--- src/rtl/pcu_pkg.sv ---
package pcu_pkg;

    localparam int REG_W   = 32;
    localparam int CODE_W  = 8;
    localparam int N_CNT   = 3;   // index 0: general 0, 1: general 1, 2: cycles

    // control word bit positions (software decodes these)
    localparam int B_EN      = 0;
    localparam int B_CLR_EVT = 1;
    localparam int B_CLR_CYC = 2;
    localparam int B_DIV     = 3;
    localparam int B_IEN     = 4;   // three bits
    localparam int B_OVF     = 8;   // three bits
    localparam int B_CODE1   = 12;
    localparam int B_CODE0   = 20;

    localparam logic [CODE_W-1:0] CODE_CYCLES = 8'hFF;
    localparam logic [CODE_W-1:0] CODE_DEAD   = 8'h20;

    typedef enum logic [1:0] {
        SEL_CTRL = 2'd0,
        SEL_CYC  = 2'd1,
        SEL_GEN0 = 2'd2,
        SEL_GEN1 = 2'd3
    } reg_sel_e;

    typedef struct packed {
        logic [CODE_W-1:0] code0;
        logic [CODE_W-1:0] code1;
        logic [N_CNT-1:0]  ovf;
        logic [N_CNT-1:0]  ien;
        logic              div;
        logic              en;
    } ctrl_t;

    function automatic logic [REG_W-1:0] ctrl_word(ctrl_t c);
        logic [REG_W-1:0] w;
        w = '0;
        w[B_EN]                    = c.en;
        w[B_DIV]                   = c.div;
        w[B_IEN +: N_CNT]          = c.ien;
        w[B_OVF +: N_CNT]          = c.ovf;
        w[B_CODE0 +: CODE_W]       = c.code0;
        w[B_CODE1 +: CODE_W]       = c.code1;
        return w;
    endfunction

endpackage

--- src/rtl/pcu_event_sel.sv ---
module pcu_event_sel
    import pcu_pkg::*;
#(
    parameter int NUM_SRC = 32
) (
    input  logic [CODE_W-1:0]  code,
    input  logic [NUM_SRC-1:0] evt_vec,
    output logic               hit
);
    always_comb begin
        hit = 1'b0;
        for (int i = 0; i < NUM_SRC; i++) begin
            if (code == CODE_W'(i)) hit = evt_vec[i];
        end
        if (code == CODE_CYCLES) hit = 1'b1;
    end
endmodule

--- src/rtl/pcu_counter.sv ---
module pcu_counter #(
    parameter int W = 32
) (
    input  logic         clk,
    input  logic         rst,
    input  logic         inc,
    input  logic         clr,
    input  logic         load,
    input  logic [W-1:0] load_val,
    output logic [W-1:0] value,
    output logic         wrap
);
    assign wrap = inc && !load && !clr && (&value);

    always_ff @(posedge clk) begin
        if (rst)       value <= '0;
        else if (load) value <= load_val;
        else if (clr)  value <= '0;
        else if (inc)  value <= value + 1'b1;
    end

    // a port write lands exactly
    p_load_r2: assert property (@(posedge clk) disable iff (rst)
        load |=> value == $past(load_val));

    // one step per increment, wrapping past all ones
    p_step_r3: assert property (@(posedge clk) disable iff (rst)
        (inc && !load && !clr) |=> value == W'($past(value) + 1'b1));

    // no cause, no change
    p_hold_r4: assert property (@(posedge clk) disable iff (rst)
        (!inc && !load && !clr) |=> $stable(value));
endmodule

--- src/rtl/pcu_prescale.sv ---
module pcu_prescale #(
    parameter int PRE_W = 6
) (
    input  logic clk,
    input  logic rst,
    input  logic clr,
    input  logic adv,
    output logic tick
);
    logic [PRE_W-1:0] cnt;

    assign tick = adv && (&cnt);

    always_ff @(posedge clk) begin
        if (rst || clr) cnt <= '0;
        else if (adv)   cnt <= cnt + 1'b1;
    end

    // the phase restarts after each divided tick
    p_tick_r7: assert property (@(posedge clk) disable iff (rst)
        (tick && !clr) |=> cnt == '0);
endmodule

--- src/rtl/perf_counter_unit.sv ---
module perf_counter_unit
    import pcu_pkg::*;
#(
    parameter int CNT_W   = 32,
    parameter int NUM_SRC = 32,
    parameter int PRE_W   = 6
) (
    input  logic               clk,
    input  logic               rst,
    input  logic [1:0]         reg_sel,
    input  logic               reg_wr,
    input  logic [REG_W-1:0]   reg_wdata,
    output logic [REG_W-1:0]   reg_rdata,
    input  logic [NUM_SRC-1:0] evt_in,
    output logic               irq
);
    localparam int N_GEN = 2;

    ctrl_t              ctrl_q;
    reg_sel_e           sel;
    logic               wr_ctrl;
    logic               clr_evt_stb;
    logic               clr_cyc_stb;
    logic [N_CNT-1:0]   inc;
    logic [N_CNT-1:0]   load;
    logic [N_CNT-1:0]   clr;
    logic [N_CNT-1:0]   wrap;
    logic [N_CNT-1:0]   ovf_clr;
    logic [N_CNT-1:0]   ovf_next;
    logic [CNT_W-1:0]   cnt_val [N_CNT];
    logic [CODE_W-1:0]  code_sel [N_GEN];
    logic               pre_tick;

    assign sel         = reg_sel_e'(reg_sel);
    assign wr_ctrl     = reg_wr && (sel == SEL_CTRL);
    assign clr_evt_stb = wr_ctrl && reg_wdata[B_CLR_EVT];
    assign clr_cyc_stb = wr_ctrl && reg_wdata[B_CLR_CYC];

    assign code_sel[0] = ctrl_q.code0;
    assign code_sel[1] = ctrl_q.code1;

    for (genvar g = 0; g < N_GEN; g++) begin : g_gen
        logic hit;

        pcu_event_sel #(.NUM_SRC(NUM_SRC)) u_sel (
            .code    (code_sel[g]),
            .evt_vec (evt_in),
            .hit     (hit)
        );

        assign inc[g]  = ctrl_q.en && hit;
        assign load[g] = reg_wr && (sel == reg_sel_e'(SEL_GEN0 + g));
        assign clr[g]  = clr_evt_stb;
    end

    pcu_prescale #(.PRE_W(PRE_W)) u_pre (
        .clk  (clk),
        .rst  (rst),
        .clr  (!ctrl_q.div || clr_cyc_stb),
        .adv  (ctrl_q.en && ctrl_q.div),
        .tick (pre_tick)
    );

    assign inc[2]  = ctrl_q.en && (ctrl_q.div ? pre_tick : 1'b1);
    assign load[2] = reg_wr && (sel == SEL_CYC);
    assign clr[2]  = clr_cyc_stb;

    for (genvar k = 0; k < N_CNT; k++) begin : g_cnt
        pcu_counter #(.W(CNT_W)) u_cnt (
            .clk      (clk),
            .rst      (rst),
            .inc      (inc[k]),
            .clr      (clr[k]),
            .load     (load[k]),
            .load_val (reg_wdata[CNT_W-1:0]),
            .value    (cnt_val[k]),
            .wrap     (wrap[k])
        );
    end

    // sticky flags: a wrap at the clearing edge wins
    assign ovf_clr  = wr_ctrl ? reg_wdata[B_OVF +: N_CNT] : '0;
    assign ovf_next = wrap | (ctrl_q.ovf & ~ovf_clr);

    always_ff @(posedge clk) begin
        if (rst) begin
            ctrl_q <= '0;
        end else begin
            ctrl_q.ovf <= ovf_next;
            if (wr_ctrl) begin
                ctrl_q.en    <= reg_wdata[B_EN];
                ctrl_q.div   <= reg_wdata[B_DIV];
                ctrl_q.ien   <= reg_wdata[B_IEN +: N_CNT];
                ctrl_q.code0 <= reg_wdata[B_CODE0 +: CODE_W];
                ctrl_q.code1 <= reg_wdata[B_CODE1 +: CODE_W];
            end
        end
    end

    assign irq = |(ctrl_q.ovf & ctrl_q.ien);

    always_comb begin
        unique case (sel)
            SEL_CTRL: reg_rdata = ctrl_word(ctrl_q);
            SEL_CYC:  reg_rdata = REG_W'(cnt_val[2]);
            SEL_GEN0: reg_rdata = REG_W'(cnt_val[0]);
            default:  reg_rdata = REG_W'(cnt_val[1]);
        endcase
    end

    // every wrap leaves its flag set
    p_wrap_flag_r8: assert property (@(posedge clk) disable iff (rst)
        (|wrap) |=> ((ctrl_q.ovf & $past(wrap)) == $past(wrap)));

    // flags only drop through a control write
    p_flag_sticky_r9: assert property (@(posedge clk) disable iff (rst)
        !wr_ctrl |=> ((ctrl_q.ovf & $past(ctrl_q.ovf)) == $past(ctrl_q.ovf)));

    // no enables, no interrupt
    p_irq_masked_r10: assert property (@(posedge clk) disable iff (rst)
        (ctrl_q.ien == '0) |-> !irq);

    // a dead code freezes counter 0
    p_dead_code_r5: assert property (@(posedge clk) disable iff (rst)
        (ctrl_q.code0 == CODE_DEAD && !load[0] && !clr_evt_stb) |=> $stable(cnt_val[0]));

    // disabled unit holds every counter
    p_gated_r4: assert property (@(posedge clk) disable iff (rst)
        (!ctrl_q.en && !reg_wr) |=> ($stable(cnt_val[0]) && $stable(cnt_val[1]) && $stable(cnt_val[2])));

    // strobes never read back
    p_strobe_rd_r6: assert property (@(posedge clk) disable iff (rst)
        (sel == SEL_CTRL) |-> (reg_rdata[B_CLR_CYC:B_CLR_EVT] == 2'b00));
endmodule

--- config.mk ---
export PLATFORM = sky130hd
export DESIGN_NAME = perf_counter_unit
export DESIGN_NICKNAME = d
export VERILOG_FILES = /design/src/rtl/pcu_pkg.sv /design/src/rtl/pcu_event_sel.sv /design/src/rtl/pcu_counter.sv /design/src/rtl/pcu_prescale.sv /design/src/rtl/perf_counter_unit.sv
export SDC_FILE = /design/constraint.sdc
export NUM_CORES = 1
export LEC_CHECK = 0
export BUFFER_PORTS_ARGS = -buffer_cell sky130_fd_sc_hd__buf_2
export CAP_MARGIN = 20
export CORE_UTILIZATION = 35
export CTS_CLUSTER_DIAMETER = 40
export DETAILED_ROUTE_END_ITERATION = 8
export MAX_ROUTING_LAYER = met4
export SETUP_SLACK_MARGIN = 0.5
export SLEW_MARGIN = 25
export SYNTH_ARGS = -nofsm -noshare
export SYNTH_HDL_FRONTEND = slang
export SYNTH_SLANG_ARGS = --single-unit
--- constraint.sdc ---
create_clock -name clk -period 4.9 [get_ports clk]
set_input_delay 1.47 -clock clk [delete_from_list [all_inputs] [get_ports clk]]
set_output_delay 1.47 -clock clk [all_outputs]
set_load 0.005 [all_outputs]
# ---- After elaboration in Yosys (flattened, before gate mapping)
# Cells that the tools add are included.
# W data, S select, Z words.
dict set report totals {
  output_inout_bits 33
  elab_cells 202
  input_bits 69
  ff_bits 126
}
dict set report classes {
  n_addsub 4
  mux 78
  reduce_logical 39
  bitwise_logic 4
  n_eq_ne 67
}
# op n
set op_table {}
lappend op_table {{$mux W32} 9}
lappend op_table {{$eq A8 B5 Y1 const B} 32}
lappend op_table {{$eq A8 B4 Y1 const B} 16}
lappend op_table {{$add A32 B1 Y32 const B} 3}
lappend op_table {{$pmux W32 S3} 1}
lappend op_table {{$reduce_and A32 Y1} 3}
lappend op_table {{$mux W1} 67}
lappend op_table {{$eq A8 B3 Y1 const B} 8}
lappend op_table {{$eq A8 B2 Y1 const B} 4}
lappend op_table {{$logic_and A1 B1 Y1} 20}
lappend op_table {{$eq A8 B1 Y1 const B} 2}
lappend op_table {{$eq A8 B8 Y1 const B} 2}
lappend op_table {{$logic_not A8 Y1} 2}
lappend op_table {{$reduce_bool A3 Y1} 3}
lappend op_table {{$add A6 B1 Y6 const B} 1}
lappend op_table {{$and A3 B3 Y3} 2}
lappend op_table {{$logic_not A1 Y1} 6}
lappend op_table {{$reduce_and A6 Y1} 1}
lappend op_table {{$eq A2 B2 Y1 const B} 2}
lappend op_table {{$mux W3} 1}
lappend op_table {{$not A3 Y3} 1}
lappend op_table {{$or A3 B3 Y3} 1}
lappend op_table {{$reduce_or A3 Y1} 1}
lappend op_table {{$eq A2 B1 Y1 const B} 1}
lappend op_table {{other kinds (2)} 3}

# ---- Longest topological paths before layout
dict set report depth {
  depth_word 39
  depth_mapped 11
  mapped_depth_nobuf 9
}

# ---- Modules after synthesis
# From an unflattened synthesis, not the netlist that was laid out.
dict set report hier_totals {
  cells_unflattened 1119
  area_unflattened_um2 9365.2
}
# mod instances cells_per_inst area_per_inst_um2
set modules_own_cells {}
lappend modules_own_cells {pcu_counter 3 259 1996.9}
lappend modules_own_cells {perf_counter_unit 1 168 1998.2}
lappend modules_own_cells {pcu_event_sel 2 72 553.0}
lappend modules_own_cells {pcu_prescale 1 30 270.3}

# ---- Worst setup path before layout
# Ideal clock, no wire load.
dict set report synth_path {
  kind {input to output}
  startpoint {input port reg_sel[1]}
  endpoint {output port reg_rdata[0]}
  setup_slack_ps 505
  path_buffers 2
  arrival_time_ps 2925
  cell_stages 3
  required_ps 3430
  cell_sequence {buf_1 > buf_1 > mux4_2}
}
dict set report synth_between {
  elab_chain_len 2
  elab_cells_between_ends 4
  classes_between {eq/ne (2); mux (1); reduce/logical (1)}
}
# element line_no
set synth_rtl {}
lappend synth_rtl {{from (decl)} perf_counter_unit.sv:10} ;# input logic [1:0] reg_sel,
lappend synth_rtl {{$eq A2 B2 Y1, or another cell as far along} perf_counter_unit.sv:103} ;# unique case (sel)
lappend synth_rtl {{$pmux W32 S3 (*)} perf_counter_unit.sv:103}
lappend synth_rtl {{to (decl)} perf_counter_unit.sv:13} ;# output logic [REG_W-1:0] reg_rdata,
# Every way passes the cells marked *; elsewhere a longest branch is shown, timed or not.

# ---- Worst setup path in the final report
dict set report layout_path {
  startpoint {input port reg_sel[0]}
  endpoint {output port reg_rdata[25]}
}
# The elaborated chain is that of the path after synthesis.

==> results.cfg <==
[global_route]
gr-total-overflow = 0
grt_max_degree = 61
track_usage_pct = 27.5
grt_pass1_wl_um = 52500
grt_pass1_vias = 8675
antenna_found_initial = 0

[synthesis]
yosysMostFrequentCell = nand2_1
synthCells = 1109
yosysUniqueCellTypes = 78
synth.area.top_cells = dfxtp_1, mux4_2, nand2_1, a21oi_1, nor2_1
yosys.area.top_type_share_pct = 28.9
yosysTopAreaCell = dfxtp_1
syn_area_um2 = 8720
syn_nets = 1182
synthFlopType = dfxtp_1
synth.avg_cell_area_um2 = 7.86
async_reset_ff_share_pct = 0
ys_ff_latch = 126
synthTopCellsByCount = nand2_1, dfxtp_1, a21oi_1
yosys_warnings = 0
synth_seq_area_share_pct = 28.9
synth-edff-count = 0

[finish]
fin_area_um2 = 10100
ff_latch_area_um2 = 2520
final_util_pct = 41.5
drive_above_1_share_pct = 17.4
final_cells = 1501
multi_input_area_um2 = 5780
diodes = 0
syn_to_final_growth_pct = 16.0
nets = 1237
n_fill_cell = 2533

[timing]
setup_violations = 0
maxSlewHeadroom_pct = 31.5
fin_tns_setup_ns = 0
fin_crit_ns = 4.27
whs_ns = 0.482
hold_violations = 0
fin_crit_sh_pct = 87.1
tightest_slew_ns = 1.03
grt_setup_unrepaired = false
fin_skew_ns = 0.00832
max_freq_mhz = 234
slew_violations = 0

[power]
combPwrFrac_pct = 14.0
irDropWorstVdd_mv = 0.249
p_switching_mw = 0.813
switching_share_pct = 29.0
leakage_nw = 3.45
intPower_mw = 1.99
power.share.clock_pct = 46.0
p_per_area_nw_per_um2 = 277
power_frac_seq_pct = 39.9

[clock_tree]
htreeDepth = 4
clock_latency_ns = 0.43
hold_buffers = 0
clk_path_buf_depth = 2
cts_resized = 0
path_clk_slew_ns = 0.06
postCtsSetupRepairBufs = 0
cts-root-buf = clkbuf_16
cts_tree = done
clkSinkCount = 126
numCtsBuffers = 17

[routing]
first_iter_violations = 1368
firstDrtPassIters = 5
drc = 0
vias = 9396
viasPerCell = 6.26
antenna_left = 0
wl_per_cell_um = 22.7
drt_wl_total_um = 34100

[floorplan]
die_w_um = 160
core_um2 = 24400
num_io_pins = 102
start_util_pct = 35.7
die_area_um2 = 25500
die_y_um = 160
std_cell_rows = 57

[placement]
dp_hpwl_um = 24000
dp_cells = 1469
placed_area_um2 = 9520
port_buffers = 101
gp_congestion = 0.902

[setup_path]
cp_max_fo = 20
reg2reg_from = code_sel[0]
worstPathRequired_ns = 3.43
critPathArrivalTime_ns = 2.80
critPathKind = in2out
rr_endpoint = g_cnt[1].u_cnt.value[21]
crit_path_end_kind = primary output
reg2reg_depth = 9
worst-r2r-setup-slack_ns = 1.16
start_kind = primary input

[min_path]
hold_depth = 2
whs_endpoint = u_pre.cnt[1]
hp-class = reg2reg
min_from = u_pre.cnt[1]

[outcome]
status = finished, final reports clean

[run]
max-cap-violations = 0
==> cell families after synthesis <==
group,share of synthesized area [%]
and+or+nand+nor,25.9
AOI/OAI and AO/OA,24.8
DFF,28.9
buffers and inverters,4.99
muxes,10.4
xor gates and xnor gates,4.42
adders and majority gates,0.574
==> worst max-delay path: stages <==
cell    delay, ns
buf_2        0.39
buf_12       0.24
mux4_2       0.53
buf_2        0.15
==> layout by cell type, fill, tap and decap left out, drive strengths merged, types with 5 or more instances in the layout <==
cell      synthesis  layout
buf              22     127
xor2             12      12
mux4             26      26
o21ai            29      29
a22o              9       9
and2              9       9
a211oi           30      30
clkbuf           69      20
nor3             55      55
o31ai            13      13
nor2b             9       9
dfxtp           126     126
a21o             10      10
and4             10      10
nand4            22      22
a22oi            22      22
a21oi           106     106
a31oi            15      15
and3             15      15
mux2i            17      17
nor4             16      16
nand3b            5       5
nor2             78      78
mux2             13      13
nor4b             7       7
clkinvlp          0       6
nand2           149     149
o211ai           10      10
xnor2            32      32
a221oi           17      17
a311oi            7       7
nand3            53      53
inv              16      18
a32oi             7       7
nand2b            8       8
==> registers in the layout (all words and copies together), names as in the netlist <==
register and flops:
u_pre.cnt 6, code_sel 16, ctrl_q 8, g_cnt.u_cnt.value 96
==> worst max path at each step <==
stage          startpoint                       end  slack [ns]  depth (start not counted)
2_1_floorplan  reg_sel[1]              reg_rdata[0]        0.51                          3
3_3_place_gp    evt_in[3]  g_cnt[1].u_cnt.value[14]        0.64                         10
3_5_place_dp   reg_sel[0]             reg_rdata[25]        0.63                          4
4_1_cts        reg_sel[0]             reg_rdata[25]        0.63                          4
5_1_grt        reg_sel[0]             reg_rdata[25]        0.59                          4
6_report       reg_sel[0]             reg_rdata[25]        0.63                          4
==> area by class of cell <==
cell class / count / share of cell area [%]
inverter: 18 / 0.668
clock buffer: 20 / 4.52
timing repair buffer: 127 / 7.33
sequential: 126 / 24.9
tap: 324 / 4.01
multi-input combinational: 874 / 57.2
clock inverter: 12 / 1.35
==> through the flow <==
step | power (mW) | setup WS [ns]
floorplan | 1.36 | 0.505
global placement | 1.52 | 0.642
detailed placement | 1.52 | 0.634
CTS | 2.80 | 0.632
global route | 2.89 | 0.594
finish | 2.80 | 0.631
==> layer usage <==
| layer | GRT usage [%] | part of all wire (%) | vias to the layer above | routed length, µm |
|---|---|---|---|---|
| met4 | 7.40 | 2.1 | 0 | 726 |
| met5 | - | 0 | - | 0 |
| li1 | - | - | 4321 | - |
| met2 | 39.6 | 43 | 575 | 14600 |
| met3 | 6.36 | 11 | 65 | 3870 |
| met1 | 38.2 | 44 | 4435 | 14900 |
==> power groups by stage <==
stage / Combinational [mW] / Clock, mW / Sequential, mW
finish: 0.394 / 1.29 / 1.12
global route: 0.425 / 1.34 / 1.12
CTS: 0.387 / 1.29 / 1.12
detailed placement: 0.385 / 0 / 1.14
global placement: 0.384 / 0 / 1.14
floorplan: 0.248 / 0 / 1.11
(Power assumes the default switching activity.)
